===== src/rtl/codec_pwr_pkg.sv =====
package codec_pwr_pkg;

    typedef enum logic [1:0] {
        PS_OFF  = 2'd0,   // pin power-down, registers held at defaults
        PS_HOLD = 2'd1,   // low-power reset, register port live
        PS_RUN  = 2'd2,   // converters powered
        PS_IDLE = 2'd3    // stand-by after clock fault
    } pwr_state_e;

    typedef struct packed {
        logic start;
        logic abort;
    } cal_cmd_t;

    typedef struct packed {
        logic sw_edge;
        logic cfg_change;
        logic relock;
    } cal_src_t;

    function automatic logic any_src(input cal_src_t s);
        return s.sw_edge | s.cfg_change | s.relock;
    endfunction

    function automatic logic drives_analog(input pwr_state_e s);
        return s == PS_RUN;
    endfunction

endpackage


===== src/rtl/codec_clk_monitor.sv =====
module codec_clk_monitor #(
    parameter int LOSS_CYCLES = 246,
    parameter int FRAME_RATIO = 256
) (
    input  logic clk,
    input  logic rst,
    input  logic mclk_tick,
    input  logic lrck_tick,
    output logic clk_bad
);
    localparam int GW = $clog2(LOSS_CYCLES + 1);
    localparam int MW = $clog2(2 * FRAME_RATIO + 1);
    localparam logic [GW-1:0] GAP_LIM   = GW'(LOSS_CYCLES);
    localparam logic [MW-1:0] RATIO_L   = MW'(FRAME_RATIO);
    localparam logic [MW-1:0] MCNT_MAX  = {MW{1'b1}};

    logic [GW-1:0] gap_q;
    logic [MW-1:0] mcnt_q;
    logic [1:0]    miss_q;
    logic          mclk_lost;
    logic          frame_async;

    always_ff @(posedge clk) begin
        if (rst) begin
            gap_q <= '0;
        end else if (mclk_tick) begin
            gap_q <= '0;
        end else if (gap_q != GAP_LIM) begin
            gap_q <= gap_q + 1'b1;
        end
    end

    always_ff @(posedge clk) begin
        if (rst) begin
            mcnt_q <= '0;
            miss_q <= '0;
        end else if (lrck_tick) begin
            mcnt_q <= MW'(mclk_tick);
            if (mcnt_q != RATIO_L)
                miss_q <= (miss_q == 2'd2) ? 2'd2 : miss_q + 2'd1;
            else
                miss_q <= 2'd0;
        end else if (mclk_tick && mcnt_q != MCNT_MAX) begin
            mcnt_q <= mcnt_q + 1'b1;
        end
    end

    assign mclk_lost   = (gap_q == GAP_LIM);
    assign frame_async = (miss_q == 2'd2);
    assign clk_bad     = mclk_lost | frame_async;


    mclk_revive_chk: assert property (@(posedge clk) disable iff (rst)
        mclk_tick |=> !mclk_lost);


    async_on_frame_chk: assert property (@(posedge clk) disable iff (rst)
        $rose(frame_async) |-> $past(lrck_tick));

endmodule


===== src/rtl/codec_cal_trigger.sv =====
module codec_cal_trigger
    import codec_pwr_pkg::*;
#(
    parameter int SRC_W = 2
) (
    input  logic             clk,
    input  logic             rst,
    input  logic             cal_req,
    input  logic [SRC_W-1:0] clk_src_sel,
    input  logic             clk_in_sel,
    input  logic             pll_lock,
    output logic             trig
);
    logic             req_q;
    logic [SRC_W-1:0] src_q;
    logic             insel_q;
    logic             lock_q;
    cal_src_t         src;

    // history registers track inputs every cycle, reset included
    always_ff @(posedge clk) begin
        req_q   <= cal_req;
        src_q   <= clk_src_sel;
        insel_q <= clk_in_sel;
        lock_q  <= pll_lock;
    end

    always_comb begin
        src.sw_edge    = cal_req & ~req_q;
        src.cfg_change = (clk_src_sel != src_q) | (clk_in_sel != insel_q);
        src.relock     = pll_lock & ~lock_q;
        trig           = any_src(src);
    end


    level_req_quiet_chk: assert property (@(posedge clk) disable iff (rst)
        (cal_req && $past(cal_req) && $stable(clk_src_sel) && $stable(clk_in_sel)
         && !$rose(pll_lock)) |-> !trig);

endmodule


===== src/rtl/codec_cal_timer.sv =====
module codec_cal_timer
    import codec_pwr_pkg::*;
#(
    parameter int CAL_CYCLES = 1228800
) (
    input  logic     clk,
    input  logic     rst,
    input  cal_cmd_t cmd,
    output logic     busy
);
    localparam int CW = $clog2(CAL_CYCLES + 1);
    localparam logic [CW-1:0] CAL_LOAD = CW'(CAL_CYCLES);

    logic [CW-1:0] cnt_q;

    always_ff @(posedge clk) begin
        if (rst || cmd.abort) begin
            cnt_q <= '0;
        end else if (cmd.start) begin
            cnt_q <= CAL_LOAD;
        end else if (cnt_q != '0) begin
            cnt_q <= cnt_q - 1'b1;
        end
    end

    assign busy = (cnt_q != '0);


    restart_load_chk: assert property (@(posedge clk) disable iff (rst)
        (cmd.start && !cmd.abort) |=> (busy && cnt_q == CAL_LOAD));


    countdown_chk: assert property (@(posedge clk) disable iff (rst)
        (busy && !cmd.start && !cmd.abort) |=> (cnt_q == $past(cnt_q) - 1'b1));

endmodule


===== src/rtl/codec_pwr_seq.sv =====
module codec_pwr_seq
    import codec_pwr_pkg::*;
#(
    parameter int SRC_W       = 2,
    parameter int CAL_CYCLES  = 1228800,
    parameter int LOSS_CYCLES = 246,
    parameter int FRAME_RATIO = 256
) (
    input  logic             clk,
    input  logic             rst,
    input  logic             pdn_n,
    input  logic             rst_bit,
    input  logic             cal_req,
    input  logic [SRC_W-1:0] clk_src_sel,
    input  logic             clk_in_sel,
    input  logic             pll_lock,
    input  logic             mclk_tick,
    input  logic             lrck_tick,
    output logic             cal_busy,
    output logic             conv_en,
    output logic             vref_en,
    output logic             regs_rst
);
    pwr_state_e st_q, st_d;
    cal_cmd_t   cmd;
    logic       clk_bad;
    logic       trig;

    codec_clk_monitor #(
        .LOSS_CYCLES (LOSS_CYCLES),
        .FRAME_RATIO (FRAME_RATIO)
    ) u_mon (
        .clk       (clk),
        .rst       (rst),
        .mclk_tick (mclk_tick),
        .lrck_tick (lrck_tick),
        .clk_bad   (clk_bad)
    );

    codec_cal_trigger #(
        .SRC_W (SRC_W)
    ) u_trig (
        .clk         (clk),
        .rst         (rst),
        .cal_req     (cal_req),
        .clk_src_sel (clk_src_sel),
        .clk_in_sel  (clk_in_sel),
        .pll_lock    (pll_lock),
        .trig        (trig)
    );

    codec_cal_timer #(
        .CAL_CYCLES (CAL_CYCLES)
    ) u_tmr (
        .clk  (clk),
        .rst  (rst),
        .cmd  (cmd),
        .busy (cal_busy)
    );

    always_comb begin
        st_d      = st_q;
        cmd.start = 1'b0;
        cmd.abort = 1'b0;
        if (!pdn_n) begin
            st_d      = PS_OFF;
            cmd.abort = 1'b1;
        end else begin
            unique case (st_q)
                PS_OFF:  st_d = PS_HOLD;
                PS_HOLD: begin
                    if (!rst_bit) begin
                        if (clk_bad) begin
                            st_d = PS_IDLE;
                        end else begin
                            st_d      = PS_RUN;
                            cmd.start = 1'b1;
                        end
                    end
                end
                PS_RUN: begin
                    if (rst_bit) begin
                        st_d      = PS_HOLD;
                        cmd.abort = 1'b1;
                    end else if (clk_bad) begin
                        st_d      = PS_IDLE;
                        cmd.abort = 1'b1;
                    end else if (trig) begin
                        cmd.start = 1'b1;
                    end
                end
                PS_IDLE: begin
                    if (rst_bit || !clk_bad) st_d = PS_HOLD;
                end
                default: st_d = PS_OFF;
            endcase
        end
    end

    always_ff @(posedge clk) begin
        if (rst) st_q <= PS_OFF;
        else     st_q <= st_d;
    end

    assign conv_en  = drives_analog(st_q);
    assign vref_en  = drives_analog(st_q);
    assign regs_rst = (st_q == PS_OFF);


    pdn_forces_off_chk: assert property (@(posedge clk) disable iff (rst)
        !pdn_n |=> (regs_rst && !conv_en && !vref_en && !cal_busy));


    hold_keeps_off_chk: assert property (@(posedge clk) disable iff (rst)
        (pdn_n && rst_bit && $past(pdn_n)) |=> (!regs_rst && !conv_en && !vref_en));


    exit_calibrates_chk: assert property (@(posedge clk) disable iff (rst)
        (st_q == PS_HOLD && pdn_n && !rst_bit && !clk_bad) |=> (conv_en && cal_busy));


    fault_to_standby_chk: assert property (@(posedge clk) disable iff (rst)
        (conv_en && pdn_n && !rst_bit && clk_bad) |=> (!conv_en && !cal_busy && !regs_rst));


    reset_bit_aborts_chk: assert property (@(posedge clk) disable iff (rst)
        (conv_en && pdn_n && rst_bit) |=> (!conv_en && !vref_en && !cal_busy));

endmodule


===== config.mk =====
export PLATFORM = sky130hd
export DESIGN_NAME = codec_pwr_seq
export DESIGN_NICKNAME = d
export VERILOG_FILES = /design/src/rtl/codec_pwr_pkg.sv /design/src/rtl/codec_clk_monitor.sv /design/src/rtl/codec_cal_trigger.sv /design/src/rtl/codec_cal_timer.sv /design/src/rtl/codec_pwr_seq.sv
export SDC_FILE = /design/constraint.sdc
export NUM_CORES = 1
export LEC_CHECK = 0
export BUFFER_PORTS_ARGS = -buffer_cell sky130_fd_sc_hd__buf_2
export CORE_MARGIN = 3
export CORE_UTILIZATION = 52
export CTS_BUF_LIST = sky130_fd_sc_hd__clkbuf_16
export DETAILED_ROUTE_END_ITERATION = 7
export HOLD_SLACK_MARGIN = 0.06
export PLACE_DENSITY = 0.7
export SLEW_MARGIN = 0
export SYNTH_ARGS = -nofsm -noshare
export SYNTH_HDL_FRONTEND = slang
export SYNTH_SLANG_ARGS = --single-unit

===== constraint.sdc =====
create_clock -name clk -period 1.9 [get_ports clk]
set_input_delay 0.095 -clock clk [delete_from_list [all_inputs] [get_ports clk]]
set_output_delay 0.095 -clock clk [all_outputs]
set_load 0.01 [all_outputs]

==> impl_metrics.ini, run 1 <==
[outcome]
status = finished with violations
violations = negative setup slack

[place]
gp_congestion = 0.8150
io_buffer_count = 14
hpwlAfterDp_um = 3231
dp_slack_ps = 54.09
place_area_sq_mm = 0.002555

[hold_path]
min_from = mclk_tick
whs_endpoint = u_mon.mcnt_q[0]
hold_path.class = in2reg
whs_path_depth = 3

[timing]
fin_crit_sh_pct = 104.3
slew_headroom_pct = 65.54
hold_violations = 0
max_freq_mhz = 504.9
min_period_ps = 1981
tightest_slew_ps = 512.2
skew_ps = 3.845
setup_viol = 1
finalMaxSlewViolations = 0
rsz0062_at_grt = yes
finalWorstSetupSlack_ps = -80.78

[cts]
numCtsBuffers = 5
clk_latency_ps = 280
htree_num_levels = 2
clkTransAtPathRegs_ps = 60
clockBufferDepth = 2
clock_sinks = 48
cts_root_buffer = clkbuf_16
cts_tree = done

[synthesis]
yosys.area.top_type = dfxtp_1
syn_area_per_cell_sq_um = 8.685
async_flop_share_pct = 0
ys.flop_type = dfxtp_1
synth_seq_cells = 48
synth_top_area_share_pct = 40.53
yosysMostFrequentCell = dfxtp_1
ys_top_cells_by_count = 48 x dfxtp_1, 39 x nor2_1, 19 x xor2_1
synthCells = 273
syn_nets = 295
synthesis.area_sq_mm = 0.002371
ys_warn_count = 0
synth_edf_count = 0
synth.yosys.seq_area_share_pct = 40.53
ys_types = 50
ys_top_cells_by_area = dfxtp_1 41%, xor2_1 7.0%, nor2_1 6.2%

[power]
power.density_mw_per_mm2 = 1720
p_leak_uw = 0.001181
ir_worst_vdd_v = 0.0008926

[setup_path]
reg2reg_to = u_tmr.cnt_q[4]
critPathKind = reg2out
ff2ff_setup_slack_ps = 120
reg2reg_from = u_tmr.cnt_q[1]
cp_slowest_cell = or4_4
crit_start = u_tmr.cnt_q[11]
crit_required_ps = 1800
worstPathCellList = or4_4 -> nor3_4 -> nand2b_1 -> or3_1 -> buf_2
endpoint_kind = primary output
max_stage_delay_ps = 550
crit_path_start_kind = flop
rr_worst_depth = 8
cp.arrival_ps = 1890
cp_max_fo = 4

[floorplan]
die_area_sq_mm = 0.005406
initial_core_util_pct = 56.43
die_h_um = 73.53
die_w_um = 73.53
ios = 15
coreArea_sq_mm = 0.004202
row_count = 23

[global_route]
grt-ovfl-total = 0
track_usage_pct = 19.22
grt_max_degree = 18
antenna_found_initial = 0
grt_pass1_vias = 1894
grt_first_pass_wirelength_um = 8217

[route]
ant_nets = 0
post_drt_wl_per_cell_um = 12.63
drt-total-wl_um = 4510
via_per_inst = 5.406
drc = 0
first_pass_iters = 4
num_vias = 1930
drt_iter0_drc = 70

[finish]
fin_area_sq_mm = 0.002848
final_net_count = 328
n_fill_cell = 351
syn2layout_area_growth_pct = 20.11
final_layout_size_suffix_gt1_share_pct = 16.29
num_antenna_cells = 0

[flow_run]
maxCapViolCount = 0
## timing repair
item	CTS	global route
setup buffers	0	3
endpoints found under the hold margin	6	0
pin swaps	1	4
hold buffers	6	0
resized for setup	6	6
endpoints found under the setup margin	1	14
## worst max-delay path by stage
stage | endpoint | slack, ps | cells after the start
3_5_place_dp | u_tmr.cnt_q[4] | 50 | 7
5_1_grt | cal_busy | -160 | 5
2_1_floorplan | u_tmr.cnt_q[4] | 200 | 7
6_report | cal_busy | -80 | 5
3_3_place_gp | cal_busy | 110 | 5
4_1_cts | cal_busy | -110 | 5
## metal layers
layer | share of wire, % | GRT usage [%]
met3 | 2.5 | 4.241
met4 | 1.7 | 7.243
met1 | 49 | 23.73
met5 | 0 | 0
met2 | 47 | 32.48
## state kept, by name, indices dropped and copies added, names as in the netlist
name	count
u_trig.src_q	2
u_trig.req_q	1
u_trig.lock_q	1
u_trig.insel_q	1
u_tmr.cnt_q	21
u_mon.gap_q	8
u_mon.miss_q	2
st_q	2
u_mon.mcnt_q	10
## final cells by class
type / count / area [sq um] / area share, %
tap: 50 / 62.56 / 2.197
inverter: 17 / 63.81 / 2.241
clock inverter: 3 / 38.79 / 1.362
timing repair buffer: 32 / 232.7 / 8.172
multi-input combinational: 202 / 1359 / 47.72
clock buffer: 5 / 125.1 / 4.394
sequential: 48 / 965.9 / 33.92
## cell families (layout without fill, tap and decap cells)
| kind of cell | after synthesis | in the layout | share of synthesized area (%) |
|---|---|---|---|
| xor+xnor | 27 | 27 | 9.974 |
| simple gates | 115 | 115 | 25.75 |
| buf+inv | 23 | 57 | 3.905 |
| mux | 3 | 3 | 1.267 |
| fa+ha+maj | 11 | 11 | 5.805 |
| flops | 48 | 48 | 40.53 |
| compound gates | 46 | 46 | 12.77 |
## where the power goes
part | total (uW) | switching (uW) | leakage (uW) | internal, uW
sequential | 1370 | 183 | 0.000393 | 1190
combinational | 2560 | 1350 | 0.000704 | 1210
clock | 966 | 353 | 0.0000850 | 613
## layout by cell type, fill, tap and decap left out, types with 2 or more instances in the layout
cell type,n
dfxtp_1,46
nor2_1,39
xor2_1,19
inv_1,17
nand3_1,15
buf_2,14
o21ai_0,12
buf_4,11
nand2_1,10
a21oi_1,10
ha_1,10
xnor2_1,8
nor3_1,7
nand2b_1,6
dlygate4sd3_1,6
o211ai_1,5
and3_1,5
nand4_1,5
clkbuf_16,5
nor4_1,4
or4_4,3
or3_1,3
mux2i_1,3
or2_2,2
and4_1,2
nand4b_1,2
o311a_1,2
a22o_1,2
a31oi_1,2
and2_1,2
o31ai_1,2
## per-stage QoR
step                hold WS (ps)  util [%]  power (uW)  instances  TNS, ps
finish                     126.9     67.78        4897        357   -80.78
global route               134.0     67.78        5325        357   -435.0
CTS                        112.0     66.94        4777        354   -108.2
detailed placement         217.4     60.81        3636        340        0
global placement           217.1     60.81        3622        340        0
floorplan                  122.7         -        3016        273        0
## critical path, delay by kind of cell, from the launching register on
kind          cells  cell delay (ps)
buf+inv           1              150
flops             1              330
simple gates      4             1120
No activity file was read; power rests on OpenSTA's default activity.
==> run 2: changes to the inputs <==
==> constraint.sdc (replaced) <==
create_clock -name clk -period 1.9 [get_ports clk]
set_input_delay 0.19 -clock clk [delete_from_list [all_inputs] [get_ports clk]]
set_output_delay 0.19 -clock clk [all_outputs]
set_load 0.01 [all_outputs]
==> run 2 against run 1 <==
- maximum frequency fell by 3.7%
- highest routed layer unchanged
- via count rose by 1.2%
- global-route usage barely moved
- non-clock buffer count fell by 2
- first-iteration DRC count rose by 56%
- the flow still finishes with violations (negative setup slack)
- wire length rose by 0.42%
- largest cell class unchanged
- clock skew fell by 0.64 ps
- sequential power barely moved
==> impl_metrics.ini, run 2 (same netlist as run 1, synthesis figures left out) <==
[floorplan]
die_area_sq_mm = 0.005406
ios = 15
coreArea_sq_mm = 0.004202
row_count = 23
initial_core_util_pct = 56.43
die_w_um = 73.53
die_h_um = 73.53

[cts]
numCtsBuffers = 5
clock_sinks = 48
cts_tree = done
clockBufferDepth = 2
cts_root_buffer = clkbuf_16
htree_num_levels = 2
clk_latency_ps = 280
clkTransAtPathRegs_ps = 60

[finish]
top_regs = u_tmr.cnt_q x21, u_mon.mcnt_q x10, u_mon.gap_q x8
largest_register_ff_count = 21
final_layout_size_suffix_gt1_share_pct = 15.08
num_antenna_cells = 0
layout_commonest_cell = dfxtp_1
syn2layout_area_growth_pct = 19.31
final_cell_mix = 48 x dfxtp_1, 39 x nor2_1, 19 x xor2_1, 17 x inv_1, 15 x nand3_1
regMostFlops = u_tmr.cnt_q
final_net_count = 326

[global_route]
antenna_found_initial = 0
grt-ovfl-total = 0
grt_max_degree = 18
grt_first_pass_wirelength_um = 8238
track_usage_pct = 19.20
grt_pass1_vias = 1886

[timing]
max_freq_mhz = 486.3
fin_tns_setup_ps = -156.5
slew_headroom_pct = 69.13
rsz0062_at_grt = yes
tightest_slew_ps = 459.5
fin_crit_sh_pct = 108.2
skew_ps = 3.203
hold_violations = 0
finalWorstSetupSlack_ps = -156.5
finalMaxSlewViolations = 0
min_period_ps = 2057
setup_viol = 1

[power]
power.density_mw_per_mm2 = 1705
p_seq_share_pct = 27.9
p_leak_uw = 0.001170
switching_share_pct = 40.05
pwr-share-clk_pct = 20.2
p_sw_uw = 1932
pwr-share-comb_pct = 51.9
p_int_uw = 2891
ir_worst_vdd_v = 0.0009353
power.total_uw = 4823

[setup_path]
crit_family = simple AND/OR/NAND/NOR gates
reg2reg_to = u_tmr.cnt_q[11]
critPathKind = reg2out
rr_worst_depth = 4
ff2ff_setup_slack_ps = 150
endpoint = cal_busy
cp_slowest_cell = or4_4
endpoint_kind = primary output
cp_max_fo = 4
crit_start = u_tmr.cnt_q[10]
path_buf_inv = 1
reg2reg_from = u_tmr.cnt_q[5]
crit_required_ps = 1710
cp.arrival_ps = 1870
worstPathCellList = or4_4 -> nor3_4 -> nand2b_1 -> or3_1 -> buf_2
cp.depth = 5
max_stage_delay_ps = 520
crit_path_start_kind = flop

[outcome]
violations = negative setup slack
status = finished with violations

[route]
ant_nets = 0
via_per_inst = 5.504
drc = 0
drt-total-wl_um = 4529
num_vias = 1954
drt_iter0_drc = 109
post_drt_wl_per_cell_um = 12.76
first_pass_iters = 4

[hold_path]
hold_path.class = in2reg
min_from = rst
whs_path_depth = 2

[place]
gp_congestion = 0.8151
hpwlAfterDp_um = 3304
io_buffer_count = 14

[flow_run]
maxCapViolCount = 0
==> run 2: power by group through the flow <==
stage          Sequential, uW  Clock (uW)  Combinational (uW)
3_5_place_dp             1350           0                2260
4_1_cts                  1330         996                2410
5_1_grt                  1360        1030                2840
3_3_place_gp             1340           0                2250
6_report                 1350         975                2500
2_1_floorplan            1320           0                1690
==> run 2: cell type report <==
cell class / count / area [sq um]
Clock buffer: 5 / 125.1
Clock inverter: 3 / 37.54
Fill cell: 364 / 1373
Inverter: 17 / 63.81
Multi-Input combinational cell: 202 / 1364
Sequential cell: 48 / 960.9
Tap cell: 50 / 62.56
Timing Repair Buffer: 30 / 215.2
==> run 2: worst min-delay path by stage <==
stage,endpoint,slack (ps)
6_report,u_mon.mcnt_q[0],150
5_1_grt,u_mon.mcnt_q[0],170
3_3_place_gp,u_trig.req_q,310
2_1_floorplan,u_trig.insel_q,220
3_5_place_dp,u_trig.req_q,310
4_1_cts,u_mon.mcnt_q[0],150
==> run 2: timing repair <==
| action | CTS | global route |
|---|---|---|
| hold buffers | 5 | 0 |
| resized for setup | 3 | 7 |
| setup endpoints to repair | 1 | 21 |
| hold endpoints to repair | 5 | 0 |
| buffers inserted | 1 | 0 |
| pin swaps | 1 | 0 |
==> run 2: metal layers <==
layer	track usage, %	part of all wire, %
met1	24.64	48
met2	31.89	47
met3	2.873	2.3
met4	8.249	1.8
met5	0	0
==> run 2: through the flow <==
stage / area (sq um) / utilization, % / std cells / worst slack, ps / hold slack, ps
final: 2829 / 67.33 / 355 / -156.5 / 147.5
after global placement: 2562 / 60.99 / 341 / 73.16 / 310.7
after CTS: 2798 / 66.59 / 355 / -155.5 / 145.7
after detailed placement: 2562 / 60.99 / 341 / 44.54 / 310.6
after global routing: 2829 / 67.33 / 355 / -218.1 / 174.2
after floorplan: 2371 / - / 273 / 190.3 / 217.7
